`src/rtl/lcbf_pkg.sv`:
```
package lcbf_pkg;
  localparam int unsigned DEF_ADDR_W = 32;
  localparam int unsigned DEF_IDX_W  = 8;
  localparam int unsigned DEF_CNT_W  = 3;
endpackage

```
`src/rtl/lcbf_hash.sv`:
```
module lcbf_hash #(
  parameter int unsigned ADDR_W = lcbf_pkg::DEF_ADDR_W,
  parameter int unsigned IDX_W  = lcbf_pkg::DEF_IDX_W
) (
  input  logic [ADDR_W-1:0] addr,
  output logic [IDX_W-1:0]  idx
);
  localparam int unsigned NCH = (ADDR_W + IDX_W - 1) / IDX_W;

  logic [NCH*IDX_W-1:0] padded;
  logic [IDX_W-1:0]     part [NCH+1];

  always_comb begin
    padded = '0;
    padded[ADDR_W-1:0] = addr;
  end

  assign part[0] = '0;
  for (genvar i = 0; i < NCH; i++) begin : g_fold
    assign part[i+1] = part[i] ^ padded[i*IDX_W +: IDX_W];
  end

  assign idx = part[NCH];
endmodule

```
`src/rtl/lcbf_counter_array.sv`:
```
module lcbf_counter_array #(
  parameter int unsigned IDX_W = lcbf_pkg::DEF_IDX_W,
  parameter int unsigned CNT_W = lcbf_pkg::DEF_CNT_W
) (
  input  logic             clk,
  input  logic             rst_n,
  input  logic             fire,
  input  logic             inc,
  input  logic [IDX_W-1:0] idx,
  output logic             vec_we,
  output logic [IDX_W-1:0] vec_idx,
  output logic             vec_val,
  output logic             ovf_q,
  output logic             udf_q
);
  localparam int unsigned DEPTH = 1 << IDX_W;
  localparam logic [CNT_W-1:0] CMAX = {CNT_W{1'b1}};
  localparam logic [CNT_W-1:0] ONE  = CNT_W'(1);

  logic [CNT_W-1:0] cnt_q [DEPTH];
  logic [CNT_W-1:0] old_c;
  logic             at_max, at_zero, rise, fall;

  assign old_c   = cnt_q[idx];
  assign at_max  = (old_c == CMAX);
  assign at_zero = (old_c == '0);
  assign rise    = fire &&  inc && at_zero;
  assign fall    = fire && !inc && (old_c == ONE);

  assign vec_we  = rise || fall;
  assign vec_idx = idx;
  assign vec_val = rise;

  always_ff @(posedge clk) begin
    if (!rst_n) begin
      for (int i = 0; i < DEPTH; i++) cnt_q[i] <= '0;
      ovf_q <= 1'b0;
      udf_q <= 1'b0;
    end else begin
      ovf_q <= fire &&  inc && at_max;
      udf_q <= fire && !inc && at_zero;
      if (fire && inc && !at_max)   cnt_q[idx] <= old_c + ONE;
      if (fire && !inc && !at_zero) cnt_q[idx] <= old_c - ONE;
    end
  end

  // counting up by one below saturation
  a_r3_count_up: assert property (@(posedge clk) disable iff (!rst_n)
    (fire && inc && !at_max) |=> (cnt_q[$past(idx)] == $past(old_c) + ONE));
  // counting down by one above zero
  a_r3_count_down: assert property (@(posedge clk) disable iff (!rst_n)
    (fire && !inc && !at_zero) |=> (cnt_q[$past(idx)] == $past(old_c) - ONE));
  // saturation holds the counter and pulses overflow
  a_r7_saturate: assert property (@(posedge clk) disable iff (!rst_n)
    (fire && inc && at_max) |=> (ovf_q && cnt_q[$past(idx)] == CMAX));
  // decrement at zero ignored and pulses underflow
  a_r8_underflow: assert property (@(posedge clk) disable iff (!rst_n)
    (fire && !inc && at_zero) |=> (udf_q && cnt_q[$past(idx)] == '0));
  // no vector write without an update beat
  a_r5_write_needs_beat: assert property (@(posedge clk) disable iff (!rst_n)
    vec_we |-> fire);
endmodule

```
`src/rtl/lcbf_bit_vector.sv`:
```
module lcbf_bit_vector #(
  parameter int unsigned IDX_W = lcbf_pkg::DEF_IDX_W
) (
  input  logic             clk,
  input  logic             rst_n,
  input  logic             we,
  input  logic [IDX_W-1:0] widx,
  input  logic             wval,
  input  logic             qfire,
  input  logic [IDX_W-1:0] qidx,
  output logic             rsp_valid,
  output logic             rsp_maybe
);
  localparam int unsigned DEPTH = 1 << IDX_W;

  logic [DEPTH-1:0] bits_q;
  logic             hit_now;

  assign hit_now = we && (widx == qidx);

  always_ff @(posedge clk) begin
    if (!rst_n) begin
      bits_q    <= '0;
      rsp_valid <= 1'b0;
      rsp_maybe <= 1'b0;
    end else begin
      if (we) bits_q[widx] <= wval;
      rsp_valid <= qfire;
      rsp_maybe <= qfire && (hit_now ? wval : bits_q[qidx]);
    end
  end

  // a requested write lands at its index
  a_r4_write_lands: assert property (@(posedge clk) disable iff (!rst_n)
    we |=> (bits_q[$past(widx)] == $past(wval)));
  // same-index query sees the freshly written value
  a_r9_forward: assert property (@(posedge clk) disable iff (!rst_n)
    (qfire && hit_now) |=> (rsp_valid && rsp_maybe == $past(wval)));
  // response valid follows a query beat only
  a_r6_rsp_follows: assert property (@(posedge clk) disable iff (!rst_n)
    !qfire |=> !rsp_valid);
endmodule

```
`src/rtl/lcbf_filter.sv`:
```
module lcbf_filter #(
  parameter int unsigned ADDR_W = lcbf_pkg::DEF_ADDR_W,
  parameter int unsigned IDX_W  = lcbf_pkg::DEF_IDX_W,
  parameter int unsigned CNT_W  = lcbf_pkg::DEF_CNT_W
) (
  input  logic              clk,
  input  logic              rst_n,
  input  logic              upd_valid,
  output logic              upd_ready,
  input  logic              upd_inc,
  input  logic [ADDR_W-1:0] upd_addr,
  input  logic              qry_valid,
  output logic              qry_ready,
  input  logic [ADDR_W-1:0] qry_addr,
  output logic              rsp_valid,
  output logic              rsp_maybe,
  output logic              ovf_pulse,
  output logic              udf_pulse
);
  logic [IDX_W-1:0] u_idx, q_idx, w_idx;
  logic             w_en, w_val, u_fire, q_fire;

  assign upd_ready = rst_n;
  assign qry_ready = rst_n;
  assign u_fire    = upd_valid && upd_ready;
  assign q_fire    = qry_valid && qry_ready;

  lcbf_hash #(.ADDR_W(ADDR_W), .IDX_W(IDX_W)) u_hash_upd (
    .addr(upd_addr), .idx(u_idx));

  lcbf_hash #(.ADDR_W(ADDR_W), .IDX_W(IDX_W)) u_hash_qry (
    .addr(qry_addr), .idx(q_idx));

  lcbf_counter_array #(.IDX_W(IDX_W), .CNT_W(CNT_W)) u_counters (
    .clk(clk), .rst_n(rst_n), .fire(u_fire), .inc(upd_inc), .idx(u_idx),
    .vec_we(w_en), .vec_idx(w_idx), .vec_val(w_val),
    .ovf_q(ovf_pulse), .udf_q(udf_pulse));

  lcbf_bit_vector #(.IDX_W(IDX_W)) u_vector (
    .clk(clk), .rst_n(rst_n), .we(w_en), .widx(w_idx), .wval(w_val),
    .qfire(q_fire), .qidx(q_idx), .rsp_valid(rsp_valid), .rsp_maybe(rsp_maybe));

  // ports never stall out of reset
  a_r10_always_ready: assert property (@(posedge clk) disable iff (!rst_n)
    (upd_ready && qry_ready));
  // overflow and underflow cannot pulse together
  a_r7_flags_exclusive: assert property (@(posedge clk) disable iff (!rst_n)
    !(ovf_pulse && udf_pulse));
endmodule

```
`config.mk`:
```
export PLATFORM = sky130hd
export DESIGN_NAME = lcbf_filter
export DESIGN_NICKNAME = d
export VERILOG_FILES = /design/src/rtl/lcbf_pkg.sv /design/src/rtl/lcbf_hash.sv /design/src/rtl/lcbf_counter_array.sv /design/src/rtl/lcbf_bit_vector.sv /design/src/rtl/lcbf_filter.sv
export SDC_FILE = /design/constraint.sdc
export NUM_CORES = 2
export LEC_CHECK = 0
export CAP_MARGIN = 5
export CORE_UTILIZATION = 26
export DETAILED_ROUTE_END_ITERATION = 12
export PLACE_DENSITY = 0.49
export SLEW_MARGIN = 20
export SYNTH_ARGS = -nofsm -noshare
export SYNTH_HDL_FRONTEND = slang
export SYNTH_SLANG_ARGS = --single-unit
```
`constraint.sdc`:
```
create_clock -name clk -period 5.6 [get_ports clk]
set_input_delay 1.12 -clock clk [delete_from_list [all_inputs] [get_ports clk]]
set_output_delay 1.12 -clock clk [all_outputs]
set_load 0.05 [all_outputs]
```
[After elaboration in Yosys (flattened, before gate mapping)]
Memories as Yosys holds them, arrays and structs flattened.
Cells that the tools add are included.
Word-level totals
  bits in registers: 260
  input bits: 69
  RAM bits: 768
  output and inout bits: 6
  memories: 1
Operators by class
  order comparisons: 3
  mux-type cells: 17
  reduce and logical (&&, ||, !) cells: 19
  eq/ne operators: 3
  add/sub/neg operators: 2
  bitwise gates (word level): 7
Memories
  u_counters.cnt_q: depth 256, width 3, read ports 1, clocked after Yosys merged registers in 0, write ports 256, RTL line lcbf_counter_array.sv:20  | logic [CNT_W-1:0] cnt_q [DEPTH];
Operators by type and width (count)
  256-bit bitwise mux: 1
  8-bit bitwise XOR: 6
  8-bit by 9-bit less-than comparator with 1-bit output, second input constant: 2
  1-bit logical AND: 13
  1-bit two-way mux: 11
  1-bit binary-select mux with 8-bit select: 1
  1-bit demux with 8-bit select: 1
  8-bit == test: 1
  8-bit by 1-bit >= comparator with 1-bit output, second input constant: 1
  8-bit two-way mux: 1
  3-bit two-way mux: 2
  3-bit by 1-bit adder with 3-bit output, second input constant: 1
  3-bit by 1-bit == test with 1-bit output, second input constant: 1
  3-bit == test, second input constant: 1
  1-bit logical NOT: 3
  3-bit logical NOT: 1
  3-bit OR reduction: 1
  3-bit by 1-bit subtractor with 3-bit output, second input constant: 1
  1-bit logical OR: 1
  1-bit OR: 1

[Logic depth before layout (Yosys ltp)]
An unclocked memory read counts as a cell.
  depth after elaboration: 13
  gate-level depth with buffers: 23
  gate-level depth less buffers: 15

[By module]
Synthesis repeated with hierarchy kept, for this count alone.
Unflattened totals
  cells, all modules: 4551
  area, all modules: 51329.2 sq um
Modules (own cells, without submodules)
  lcbf_counter_array: cells an instance 3028, times used 1, area each 37827.5 sq um, seq. area each 23102.2 sq um
  lcbf_bit_vector: cells an instance 1471, times used 1, area each 13053.8 sq um, seq. area each 5165.0 sq um
  lcbf_hash: cells an instance 24, times used 2, area each 210.2 sq um, seq. area each 0.0 sq um
  lcbf_filter: cells an instance 4, times used 1, area each 27.5 sq um, seq. area each 0.0 sq um

[Least setup slack after synthesis]
OpenSTA, ideal clock, no wires.
  path kind: in2reg
  start: input upd_addr[0]
  end: memory u_counters.cnt_q[218][0] (netlist bit), enable pin
  arrival: 5025 ps
  setup time: 344 ps
  cell stages on the path: 19
  slack: 231 ps
  buffers on the path: 5
  path through: xor2_1 -> xnor2_1 -> buf_6 -> buf_8 -> buf_4 -> mux4_2 -> nand3_1 -> nand3_1 -> a211oi_1 -> o211ai_1 -> nor3_4 -> nor2_1 -> ha_1 -> nand2_1 -> nand3_1 -> a31o_2 -> clkbuf_1 -> clkbuf_1 -> o21ai_0
RTL lines
  start: declaration: RTL line lcbf_filter.sv:11  | input logic [ADDR_W-1:0] upd_addr,
  end: declaration: RTL line lcbf_counter_array.sv:20

==> flow_summary_export.csv <==
group,metric,value,unit
drt,route.detailed.drc,0,
timing,setup_viol,0,
drt,num_vias,36100,
synthesis,synth_nets,4068,
floorplanning,rows,156,
place,gp_congestion,0.930,
timing,finalHoldViolCount,0,
pwr,comb_power_share,26.6,%
layout,fill_cells,17900,
floorplanning,die_y,430,um
global_route,grt_pass1_wl,249000,um
synthesis,syn-cell-area,47600,um^2
drt,dr.pass1.iters,5,
clock_tree,clkLatencyLatePin,0.76,ns
clock_tree,cts-htree-levels,3,
synthesis,ys_ff_latch,1028,
timing,fmax,0.179,GHz
timing,min_period,5.60,ns
synthesis,synthFlopType,"edfxtp_1",
worst_setup_path,reg2reg_slack,1.39,ns
drt,drt-total-wl,174000,um
global_route,grt_pass1_vias,35100,
global_route,grt_start_max_net_pins,168,
synthesis,syn_inst,3997,
clock_tree,cts_tree,"built",
worst_setup_path,arrival,6.07,ns
synthesis,avgSynthCellArea,11.9,um^2
layout,area_growth,26.8,%
floorplanning,core_area,181000,um^2
global_route,grt_use_total,18.3,%
pwr,clockPowerShare,35.1,%
worst_setup_path,worst-setup-path-type,"in2reg",
floorplanning,ios,75,
global_route,antenna_found_initial,8,
timing,maxSlewViolCount,0,
clock_tree,cts.path.max_buffers,3,
pwr,peakVddDrop,0.221,mV
worst_setup_path,end_kind,"flop",
global_route,grt-ovfl-total,0,
worst_setup_path,required,6.07,ns
drt,vias_per_cell,5.16,
synthesis,ys_warn_count,0,
floorplanning,initial_core_util,26.3,%
timing,timing.final.crit_share,100,%
layout,diodes,0,
synthesis,synthDistinctLibCells,65,
pwr,power.density,366,nW/um^2
floorplanning,die_x,430,um
worst_hold_path,min_path_type,"reg2reg",
clock_tree,numCtsBuffers,114,
place,dpl_worst_slack,-0.903,ns
pwr,pwr-share-seq,38.3,%
floorplanning,die-area,185000,um^2
pwr,p_total,22.1,mW
place,dp_hpwl,117000,um
drt,drtAntennaViolNets,0,
timing,slew_headroom,33.4,%
synthesis,synth_edf_count,768,
clock_tree,cts_sinks,1028,
clock_tree,clkTransAtPathRegs,0.07,ns
layout,drive_gt1_share,26.1,%
timing,setup_tns,0,ns
pwr,power_switching,7.00,mW
synthesis,async_flop_share,0,%
synthesis,seq_area_frac_synth,59.4,%
timing,tightest_slew,0.999,ns
layout,nets,4590,
drt,drtIter0Drc,4109,
run_status,status,"finished, final reports clean",
timing,finClkSkew,0.0321,ns
pwr,p_leak,20.1,nW
flow_run,max-cap-violations,0,
pwr,swShare,31.7,%
timing,rsz0062_at_grt,"yes",
pwr,p_int,15.1,mW
drt,wl_per_cell,24.9,um
clock_tree,root_buffer,"clkbuf_16",
worst_setup_path,critPathMaxFanout,43,
worst_setup_path,worstSetupStartpointType,"input pin",
timing,worst_slack,0.00188,ns
place,port_buffers,74,
-- critical path, cell delays in order --
cell and delay (ns):
clkdlybuf4s50_1 0.41, xor2_1 0.16, buf_4 0.15, buf_4 0.15, xor2_4 0.18, buf_12 0.16
buf_12 0.19, nor2_1 0.55, nand3_1 0.24, o2111ai_1 0.17, buf_4 0.17, nand4_1 0.10
or4_4 0.47, nor3_4 0.19, inv_1 0.06, ha_1 0.18, nand2_1 0.10, nand3_2 0.13
a31o_4 0.41, buf_12 0.25, o21ai_0 0.26, buf_4 0.16
-- cells in the mapped netlist, types with 9 or more instances --
cell | number | area, um^2
nor2_1 | 821 | 3080
edfxtp_1 | 768 | 23100
nand2_1 | 374 | 1400
o21ai_0 | 293 | 1470
o211ai_1 | 265 | 1990
dfxtp_1 | 260 | 5200
mux4_2 | 231 | 5200
o21ai_1 | 230 | 1150
clkbuf_1 | 179 | 672
buf_2 | 109 | 546
nand3_1 | 64 | 320
xnor2_1 | 42 | 368
buf_6 | 41 | 462
mux2i_1 | 40 | 400
nand4_1 | 31 | 194
buf_4 | 23 | 173
nor4_1 | 21 | 131
xor2_1 | 20 | 175
a211oi_1 | 15 | 113
a21oi_1 | 14 | 70.1
mux4_1 | 12 | 315
nor3_1 | 12 | 60.1
a32oi_1 | 11 | 96.3
o22ai_1 | 11 | 68.8
nor2b_1 | 10 | 62.6
buf_1 | 9 | 33.8
nor2_2 | 9 | 56.3
-- per-stage QoR --
step,utilization [%],area (um^2),cells,hold slack (ns)
5_1_grt,33.3,60400,6991,0.505
2_1_floorplan,-,47600,3997,0.464
4_1_cts,33.1,60000,6974,0.494
3_5_place_dp,30.9,56100,6756,0.486
3_3_place_gp,30.9,56100,6756,0.478
6_report,33.3,60400,6991,0.492
-- layer usage --
layer | share of wire (%) | up-vias | global-route usage (%) | routed length [um]
li1 | - | 16000 | - | -
met1 | 42 | 18400 | 24.8 | 73300
met2 | 48 | 1423 | 30.0 | 83200
met3 | 6.8 | 265 | 2.66 | 11900
met4 | 3.1 | 0 | 5.63 | 5470
met5 | 0 | - | 0 | 0
-- cells by family (layout without fill, tap and decap cells) --
| group | count (synthesis) | count (layout) | synth area share, % |
|---|---|---|---|
| AOI/OAI and AO/OA | 881 | 882 | 11.1 |
| muxes | 290 | 290 | 12.6 |
| adders and majority gates | 2 | 2 | 0.0525 |
| and+or+nand+nor | 1364 | 1365 | 11.5 |
| DFF | 1028 | 1028 | 59.4 |
| xor gates and xnor gates | 64 | 64 | 1.21 |
| buffers and inverters | 368 | 990 | 4.10 |
-- worst paths after layout --
path                      startpoint                        to  cells after the start
max                      upd_addr[0]  u_counters.cnt_q[214][2]                     22
min             u_vector.bits_q[119]      u_vector.bits_q[119]                      2
max reg2reg  u_counters.cnt_q[46][1]  u_counters.cnt_q[214][2]                     14
min reg2reg     u_vector.bits_q[119]      u_vector.bits_q[119]                      2
-- power groups by stage --
stage                     clock [mW]  sequential (mW)  combinational [mW]
after global routing            8.13             8.47                6.06
after detailed placement           0             8.62                5.63
after CTS                       7.83             8.46                5.64
after global placement             0             8.62                5.62
final                           7.74             8.46                5.87
after floorplan                    0             8.58                2.71
-- sequential cells by signal, summed over array words and instances (netlist names) --
| signal | flops |
|---|---|
| u_counters.cnt_q | 768 |
| u_vector.bits_q | 256 |
| u_counters.ovf_q | 1 |
| u_counters.udf_q | 1 |
| u_vector.rsp_maybe | 1 |
| u_vector.rsp_valid | 1 |
-- layout by cell type (no fill, tap or decap), types with 95 or more instances in the layout --
master | Yosys | final
buf_4 | 23 | 585
mux4_2 | 231 | 231
o21ai_0 | 293 | 253
clkbuf_16 | 0 | 120
nor2_1 | 821 | 805
edfxtp_1 | 768 | 768
o211ai_1 | 265 | 265
o21ai_1 | 230 | 268
nand2_1 | 374 | 373
dfxtp_1 | 260 | 260
buf_12 | 1 | 95
-- repair_timing --
item	in CTS	in global routing
pin swaps	0	5
buffers inserted	0	9
hold buffers	0	0
setup endpoints to repair	157	1503
cloned	0	8
gates resized for setup	4	66
-- final cells by class --
class                      instances  area [um^2]  area share (%)
clock inverter                    48          489           0.810
sequential                      1028        28300            46.8
inverter                           4         15.0          0.0249
multi-input combinational       2603        18000            29.8
timing repair buffer             768         7330            12.1
tap                             2370         2970            4.91
clock buffer                     170         3330            5.52
No activity file was read; power rests on OpenSTA's default activity.
